<file path="config.mk">
export PLATFORM = sky130hd
export DESIGN_NAME = sr_spi_ctrl
export DESIGN_NICKNAME = d
export VERILOG_FILES = /design/src/rtl/sr_spi_ctrl.sv
export SDC_FILE = /design/constraint.sdc
export NUM_CORES = 1
export LEC_CHECK = 0
export BUFFER_PORTS_ARGS = -buffer_cell sky130_fd_sc_hd__buf_4
export CAP_MARGIN = 5
export CORE_MARGIN = 3
export CORE_UTILIZATION = 25
export DETAILED_ROUTE_END_ITERATION = 8
export HOLD_SLACK_MARGIN = 0.1
export SLEW_MARGIN = 10
export SYNTH_ARGS = -nofsm -noshare
export SYNTH_HDL_FRONTEND = slang
export SYNTH_SLANG_ARGS = --single-unit
</file>
<file path="constraint.sdc">
create_clock -name clk -period 3.3 [get_ports clk]
set_input_delay 0.66 -clock clk [delete_from_list [all_inputs] [get_ports clk]]
set_output_delay 0.66 -clock clk [all_outputs]
set_load 0.005 [all_outputs]
</file>
<file path="src/rtl/sr_spi_ctrl.sv">
module sr_spi_ctrl #(
  parameter int WR_CYCLES = 50000
) (
  input  logic clk,
  input  logic rst_n,
  input  logic cs_n,
  input  logic sck,
  input  logic mosi,
  input  logic wp_n,
  output logic miso
);
  localparam int TW = $clog2(WR_CYCLES + 1);
  localparam logic [7:0] OP_WREN = 8'h06;
  localparam logic [7:0] OP_WRSR = 8'h01;
  localparam logic [7:0] OP_RDSR = 8'h05;

  logic [2:0] cs_p, sck_p;
  logic [1:0] mosi_p, wp_p;
  logic [4:0] bit_cnt;
  logic [15:0] sh;
  logic rd_mode;
  logic [2:0] rd_idx;
  logic [7:0] shadow;
  logic miso_q;
  logic lock_q, wel_q;
  logic [3:0] lvl_q;
  logic [TW-1:0] tmr;

  wire cs_s    = cs_p[1];
  wire cs_rise = cs_p[2:1] == 2'b01;
  wire sck_r   = !cs_s && sck_p[2:1] == 2'b01;
  wire sck_f   = !cs_s && sck_p[2:1] == 2'b10;
  wire mosi_s  = mosi_p[1];
  wire wip     = tmr != '0;
  wire hpm     = lock_q && !wp_p[1];
  wire [7:0] status = {lock_q, 1'b0, lvl_q, wel_q, wip};

  wire wren_go = cs_rise && bit_cnt == 5'd8  && sh[7:0]  == OP_WREN && !wip;
  wire wrsr_go = cs_rise && bit_cnt == 5'd16 && sh[15:8] == OP_WRSR && wel_q && !wip && !hpm;

  assign miso = miso_q;

  always_ff @(posedge clk or negedge rst_n)
    if (!rst_n) begin
      cs_p   <= 3'b111;
      sck_p  <= '0;
      mosi_p <= '0;
      wp_p   <= 2'b11;
    end else begin
      cs_p   <= {cs_p[1:0], cs_n};
      sck_p  <= {sck_p[1:0], sck};
      mosi_p <= {mosi_p[0], mosi};
      wp_p   <= {wp_p[0], wp_n};
    end

  always_ff @(posedge clk or negedge rst_n)
    if (!rst_n) begin
      bit_cnt <= '0;
      sh      <= '0;
      rd_mode <= 1'b0;
    end else if (cs_s) begin
      bit_cnt <= '0;
      rd_mode <= 1'b0;
    end else if (sck_r) begin
      sh <= {sh[14:0], mosi_s};
      if (bit_cnt != 5'd31) bit_cnt <= bit_cnt + 5'd1;
      if (bit_cnt == 5'd7 && {sh[6:0], mosi_s} == OP_RDSR) rd_mode <= 1'b1;
    end

  always_ff @(posedge clk or negedge rst_n)
    if (!rst_n) begin
      rd_idx <= '0;
      shadow <= '0;
      miso_q <= 1'b0;
    end else if (cs_s) begin
      rd_idx <= '0;
      miso_q <= 1'b0;
    end else if (sck_f && rd_mode) begin
      rd_idx <= rd_idx + 3'd1;
      if (rd_idx == 3'd0) begin
        shadow <= status;
        miso_q <= status[7];
      end else begin
        miso_q <= shadow[3'd7 - rd_idx];
      end
    end

  always_ff @(posedge clk or negedge rst_n)
    if (!rst_n) begin
      lock_q <= 1'b0;
      lvl_q  <= '0;
      wel_q  <= 1'b0;
      tmr    <= '0;
    end else begin
      if (wrsr_go) begin
        lock_q <= sh[7];
        lvl_q  <= sh[5:2];
        tmr    <= TW'(WR_CYCLES);
      end else if (wip) begin
        tmr <= tmr - 1'b1;
        if (tmr == TW'(1)) wel_q <= 1'b0;
      end
      if (wren_go) wel_q <= 1'b1;
    end
endmodule

</file>
==> Word-level counts from Yosys, hierarchy flattened <==
Index checks and enable logic that the tools add are counted.
{ "op_classes": {"muxes": 19, "n_eq_ne": 12, "reduce_logical": 31, "add_sub_neg": 4, "n_lt_le_gt_ge": 1, "bitwise": 1} }
{ "op_table": {"columns": ["cell", "count"], "rows": [
  ["2-to-1 mux 16 bit", 2],
  ["equality test 16 x 1 -> 1 bit (second input constant)", 1],
  ["equality test 8 x 3 -> 1 bit (second input constant)", 2],
  ["nonzero test 16 bit", 1],
  ["subtractor 16 x 1 -> 16 bit (second input constant)", 1],
  ["2-to-1 mux 5 bit", 3],
  ["nonzero test 2 bit", 7],
  ["logical AND 1 bit", 13],
  ["2-to-1 mux 1 bit", 11],
  ["equality test 8 x 1 -> 1 bit (second input constant)", 1],
  ["2-to-1 mux 3 bit", 2],
  ["AND reduction 2 bit", 3],
  ["AND reduction 3 bit", 2],
  ["adder 5 x 1 -> 5 bit (second input constant)", 1],
  ["equality test 5 x 3 -> 1 bit (second input constant)", 1],
  ["equality test 5 x 4 -> 1 bit (second input constant)", 1],
  ["equality test 5 bit (second input constant)", 1],
  ["!= test 5 bit (second input constant)", 1],
  ["equality test 2 x 1 -> 1 bit (second input constant)", 2],
  ["zero test 1 bit", 4],
  ["less-than comparator 3 x 4 -> 1 bit (second input constant)", 1],
  ["adder 3 x 1 -> 3 bit (second input constant)", 1],
  ["binary-select mux 1 bit (select 3 bit)", 1],
  ["zero test 3 bit", 1],
  ["other kinds (4)", 4]
]} }
{ "totals": {"output_inout_bits": 1, "inputBits": 6, "word_cells": 82, "register_bits": 65} }

==> Longest topological paths before layout <==
Gate-level depths: netlist (run 1).
{ "depth": {"depth_word": 8, "depth_mapped": 7, "depth_no_buf": 7} }

==> Worst setup path after synthesis (run 1) <==
Ideal clock, no wire load.
{ "synth_timing": {"kind": "register -> register", "from": "register tmr[0]", "to": "register lock_q", "period_less_slack_ns": 2.187, "t_required_ns": 3.175, "slack_ns": 1.113, "arrival_ns": 2.062, "setup_time_ns": 0.125, "stages_incl_launch_ff": 8, "n_path_buf": 1, "cell_sequence": "dfrtp_1 > inv_1 > ha_1 > nor4b_2 > nand4_2 > or4_1 > buf_6 > mux2_4"} }
{ "synth_between": {"elab_chain_len": 4} }
{ "synth_rtl": {"columns": ["element", "line_no", "rtl"], "rows": [
  ["from (decl)", "27", "logic [TW-1:0] tmr;"],
  ["from (signal assigned)", "98", "tmr <= TW'(WR_CYCLES);"],
  ["from (signal assigned)", "100", "tmr <= tmr - 1'b1;"],
  ["nonzero test 16 bit", "34", "wire wip = tmr != '0;"],
  ["zero test 1 bit", "39", "wire wrsr_go = cs_rise && bit_cnt == 5'd16 && sh[15:8] == OP_WRSR && wel_q && !wip && !hpm;"],
  ["logical AND 1 bit (2 in a row)", "39", null],
  ["to (signal assigned)", "96", "lock_q <= sh[7];"],
  ["to (decl)", "25", "logic lock_q, wel_q;"]
]} }
Every way passes these cells.
A chain may end at the register's enable or synchronous reset.

==> Worst setup path in the final report (run 1) <==
{ "layout_timing": {"from": "register tmr[1]", "to": "register lvl_q[1]"} }
{ "layout_between": {"elab_chain_len": 4} }
{ "layout_rtl": {"columns": ["element", "line_no", "rtl"], "rows": [
  ["nonzero test 16 bit", "34", null],
  ["zero test 1 bit", "39", null],
  ["logical AND 1 bit (2 in a row)", "39", null],
  ["to (signal assigned)", "97", "lvl_q <= sh[5:2];"],
  ["to (decl)", "26", "logic [3:0] lvl_q;"]
]} }
Every way passes these cells.

==> flow_summary.yaml, run 1 <==
grt:
  grt_util_met3: 0.0254
  grt.total_usage: 0.0886
  overflow: 0
  antenna_found_initial: 0
  use_met1: 0.114
  grt_pass1_wl_mm: 9.18
  gr-usage-met2: 0.133
  first_global_vias: 1897
  grt_max_degree: 66
  top_usage_layer: "met2"
timing:
  skew_ns: 0.00642
  tightest_slew_ns: 0.808
  min_period_over_period: 0.766
  maxSlewViolCount: 0
  finalCriticalPeriod_ns: 2.53
  setup_viol: 0
  tns_ns: 0
  fmax_mhz: 396
  worst_hold_slack_ns: 0.342
  finalHoldViolCount: 0
  rsz0062_at_grt: "no"
  max-slew-margin-rel: 0.461
floorplanning:
  die-area_sq_mm: 0.0131
  fp.dieH_microns: 114
  fp.dieW_microns: 114
  start_util: 0.263
  rows: 38
  boundaryPins: 7
  core-area_sq_mm: 0.0112
layout:
  diodes: 0
  nNetsFinal: 263
  fillers: 1104
  area_growth_pct: 17.5
  finalInstanceArea_sq_mm: 0.00345
  drive_gt1_frac: 0.264
  final_cells: 394
min_path:
  hp-class: "reg2reg"
detailed_routing:
  drtIter0Drc: 91
  dr.pass1.iters: 4
  drcViolationCount: 0
  vias: 1819
  wirelength_mm: 5.21
  ant_nets: 0
  post_drt_via_cell_ratio: 4.62
  drt-wirelength-per-cell_microns: 13.2
clocking:
  cts_root_buffer: "clkbuf_16"
  ctsHoldBuffers: 0
  numClockSinks: 65
  postCtsSetupRepairBufs: 0
  cts.reportedPaths.clkPinSlew_ns: 0.06
  cts_max_level: 3
  clkLatencyLatePin_ns: 0.33
  cts_buffer_depth: 2
  post_cts_resized: 0
  cts_made_buffers: 9
  cts_tree: "done"
synthesis:
  yosysSeqAreaShare: 0.556
  ys_async_sr_fraction: 1.00
  ys_top_cells_by_count: "dfrtp_1 (60), mux2_2 (23), nor2_1 (14)"
  yosysMostFrequentCell: "dfrtp_1"
  synth_top_flop_cell: "dfrtp_1"
  ys_types: 49
  synth_edf_count: 0
  syn_inst: 236
  syn_avg_cell_area_sq_um: 12.4
  synth_area_leader_cell: "dfrtp_1"
  synth_warnings: 0
  synth_seq_cells: 65
  synth_area_sq_mm: 0.00294
  synth_area_leaders: "dfrtp_1 (51%), mux2_2 (8.8%), dfstp_2 (4.5%)"
  synthesis.nets: 250
  synth_top_area_frac: 0.511
critical_path:
  crit_type: "reg2reg"
  slowest_stage: "or4_1"
  crit_chain: "inv_1 -> ha_1 -> nor4b_2 -> nand4_2 -> or4_1 -> mux2_4"
  cp.arrival_ns: 2.73
  cp.required_ns: 3.51
  critPathLaunchType: "flip-flop"
  cp_max_fo: 8
  critPathMaxStageDelay_ns: 0.79
  crit_path_end_kind: "flip-flop"
place:
  dp.cells: 378
  placed_cell_area_sq_mm: 0.00315
  io_buffers: 6
  globalplace.congestion: 0.764
  hpwl_mm: 3.61
job:
  max-cap-violations: 0
power_and_ir_drop:
  p_total_w: 0.00195
  power_density_mw_per_mm2: 565
  p_leak_nw: 1.62
  peakVddDrop_v: 0.000334
status:
  status: "finished clean"
[worst paths after layout]
path,start,endpoint,slack [ns],cells after the start
max in group asynchronous,rst_n,shadow[4],2.34,1
max,tmr[1],lvl_q[1],0.77,6
min,mosi_p[0],mosi_p[1],0.34,0
min reg2reg,mosi_p[0],mosi_p[1],0.34,0
min in group asynchronous,rst_n,tmr[12],0.43,1
max reg2reg,tmr[1],lvl_q[1],0.77,6
[flip-flops by register name, indices dropped and copies added (netlist names)]
name     flops
sck_p        3
rd_mode      1
shadow       7
bit_cnt      5
wp_p         2
sh          16
cs_p         3
miso         1
mosi_p       2
rd_idx       3
wel_q        1
lock_q       1
lvl_q        4
tmr         16
[routing by layer]
metal / share of wire / wire, microns
met1: 0.48 / 2520
met2: 0.46 / 2420
met3: 0.025 / 129
met4: 0.027 / 143
met5: 0 / 0
[stage by stage]
step	utilization	worst slack (ns)
final	0.309	0.773
after global placement	0.282	0.908
after floorplan	-	1.11
after CTS	0.309	0.790
after detailed placement	0.282	0.816
after global routing	0.309	0.673
[area by class of cell]
class,instances,area [sq um],share of cell area
Multi-Input combinational cell,152,1230,0.357
Timing Repair Buffer,8,60.1,0.0174
Clock buffer,9,225,0.0652
Clock inverter,7,78.8,0.0228
Tap cell,140,175,0.0507
Sequential cell,65,1630,0.473
Inverter,13,48.8,0.0141
[cells by family (layout without fill, tap and decap cells)]
kind of cell / Yosys count / count (layout) / share of synthesized area
compound gates: 29 / 29 / 0.0686
xor+xnor: 8 / 8 / 0.0239
fa+ha+maj: 8 / 8 / 0.0341
buf+inv: 19 / 37 / 0.0268
flops: 65 / 65 / 0.556
mux: 30 / 30 / 0.125
simple gates: 77 / 77 / 0.166
[power by group]
part / internal (W) / switching, W
Combinational: 0.0000571 / 0.0000441
Clock: 0.000591 / 0.000352
Sequential: 0.000855 / 0.0000494
Total: 0.00150 / 0.000446
[cell usage in the layout (no fill, tap or decap), drive strengths merged, types with 2 or more instances in the layout]
cell type   n
nor4        7
or4         2
ha          8
nor4bb      2
o31ai       5
mux2       28
a211oi      2
nor2       14
nand4       7
clkbuf      9
and4        2
and3        4
nor3b       4
nor4b       3
nor3        6
a21oi       2
buf         8
nand2      11
xor2        5
inv        15
nand3      10
clkinv      4
dfstp       5
xnor2       3
dfrtp      60
o21ai       9
and2        2
[worst max-delay path, delay by kind of cell (launching register included)]
family,cells,cell delay (ns)
DFF,1,0.41
and+or+nand+nor,3,1.29
adders and majority gates,1,0.19
muxes,1,0.38
buffers and inverters,1,0.13
Power figures use the tool's default switching activity.
==> inputs of run 2 (changes only) <==
==> constraint.sdc (replaced) <==
create_clock -name clk -period 2.3 [get_ports clk]
set_input_delay 0.46 -clock clk [delete_from_list [all_inputs] [get_ports clk]]
set_output_delay 0.46 -clock clk [all_outputs]
set_load 0.005 [all_outputs]
==> flow_summary.yaml, run 2 (synthesis gave the netlist of run 1 again) <==
clocking:
  ctsHoldBuffers: 0
  cts_root_buffer: "clkbuf_16"
  clkLatencyLatePin_ns: 0.32
  postCtsSetupRepairBufs: 0
  cts_buffer_depth: 2
  cts_max_level: 3
  cts_tree: "done"
  cts.reportedPaths.clkPinSlew_ns: 0.06
  cts_made_buffers: 9
  numClockSinks: 65
min_path:
  hp-class: "in2async"
critical_path:
  crit_path_end_kind: "flip-flop"
  critPathLaunchType: "flip-flop"
  crit_type: "reg2reg"
  cp_max_fo: 6
  cp.required_ns: 2.50
  cp.arrival_ns: 2.36
floorplanning:
  rows: 38
  boundaryPins: 7
  start_util: 0.263
  fp.dieH_microns: 114
  fp.dieW_microns: 114
  die-area_sq_mm: 0.0131
  core-area_sq_mm: 0.0112
timing:
  finalHoldViolCount: 0
  setup_viol: 0
  min_period_over_period: 0.938
  rsz0062_at_grt: "no"
  fmax_mhz: 464
  finalCriticalPeriod_ns: 2.16
  worst_hold_slack_ns: 0.225
  maxSlewViolCount: 0
  max-slew-margin-rel: 0.470
  setup_slack_ns: 0.144
  tightest_slew_ns: 0.795
  skew_ns: 0.00692
layout:
  drive_gt1_frac: 0.315
  layout_common_cells: "dfrtp_1 (60), buf_4 (24), mux2_2 (23)"
  fillers: 1097
  final_common_cell: "dfrtp_1"
  top_regs: "sh x16, tmr x16, shadow x7"
  area_growth_pct: 22.3
  nNetsFinal: 279
  diodes: 0
detailed_routing:
  drcViolationCount: 0
  ant_nets: 0
  drtIter0Drc: 109
  vias: 1890
  wirelength_mm: 5.21
  drt-wirelength-per-cell_microns: 12.7
  dr.pass1.iters: 4
  post_drt_via_cell_ratio: 4.61
power_and_ir_drop:
  power_density_mw_per_mm2: 782
  p_leak_nw: 1.71
  peakVddDrop_v: 0.000562
grt:
  grt_max_degree: 66
  antenna_found_initial: 0
  grt.total_usage: 0.0873
  overflow: 0
  grt_pass1_wl_mm: 9.05
  first_global_vias: 1915
status:
  status: "finished clean"
job:
  max-cap-violations: 0
place:
  place_ws_ns: -0.0528
  io_buffers: 6
  globalplace.congestion: 0.784
  hpwl_mm: 3.69
==> run 2: changes by cell type in the layout (fill, tap and decap cells not counted) <==
| cell | delta |
|---|---|
| clkinvlp_4 | +2 |
| or4_1 | -1 |
| clkbuf_8 | +1 |
| clkinv_4 | -1 |
| nor4b_2 | -1 |
| or4_4 | +1 |
| nor4bb_2 | +1 |
| inv_6 | -2 |
| nor4bb_1 | -1 |
| nor4b_4 | +1 |
| buf_4 | +16 |
==> run 2: final cells by class <==
class,instances,area [sq um],area share
Clock inverter,6,67.6,0.0188
Inverter,13,48.8,0.0136
Clock buffer,10,239,0.0665
Multi-Input combinational cell,152,1250,0.348
Timing Repair Buffer,24,180,0.0501
Tap cell,140,175,0.0487
Sequential cell,65,1630,0.454
==> run 2: per-stage QoR <==
stage | power (W) | cells | cell area, sq um | setup TNS (ns) | util
global placement | 0.00147 | 394 | 3270 | 0 | 0.292
detailed placement | 0.00148 | 394 | 3270 | -0.225 | 0.292
finish | 0.00281 | 410 | 3590 | 0 | 0.322
floorplan | 0.00140 | 236 | 2940 | 0 | -
CTS | 0.00285 | 410 | 3580 | 0 | 0.320
global route | 0.00294 | 410 | 3590 | 0 | 0.322
==> run 2: report_power, final <==
group	internal, W	switching [W]
sequential	0.00123	0.0000695
combinational	0.0000921	0.0000699
clock	0.000869	0.000484
==> run 2: path summary, 6_finish.rpt <==
| path | from | endpoint | slack [ns] | cells past startpoint |
|---|---|---|---|---|
| max reg2reg | bit_cnt[0] | lvl_q[0] | 0.14 | 6 |
| min in group clk | cs_n | cs_p[0] | 0.24 | 1 |
| max in group asynchronous | rst_n | tmr[7] | 1.56 | 1 |
| min | rst_n | tmr[9] | 0.22 | 1 |
| min reg2reg | mosi_p[0] | mosi_p[1] | 0.35 | 0 |
| max | bit_cnt[0] | lvl_q[0] | 0.14 | 6 |
==> run 2: routing by layer <==
layer  share of wire  GRT usage  up-vias  wire [microns]
met2            0.48      0.129       25            2490
met3           0.026     0.0238        5             137
met1            0.48      0.118      935            2520
li1                -          -      925               -
met4           0.012     0.0428        0              63
met5               0          0        -               0
==> run 2: timing repair <==
action,4_1_cts,5_1_grt
pin swaps,0,1
endpoints found under the setup margin,5,5
resized for setup,1,2
cloned,0,0
==> run 2: critical path: stages (launching register included) <==
cell and delay [ns]:
dfrtp_1 0.41, inv_1 0.07, ha_1 0.13, nor4bb_2 0.34, nand2_1 0.13, or4_4 0.62, mux2_4 0.32
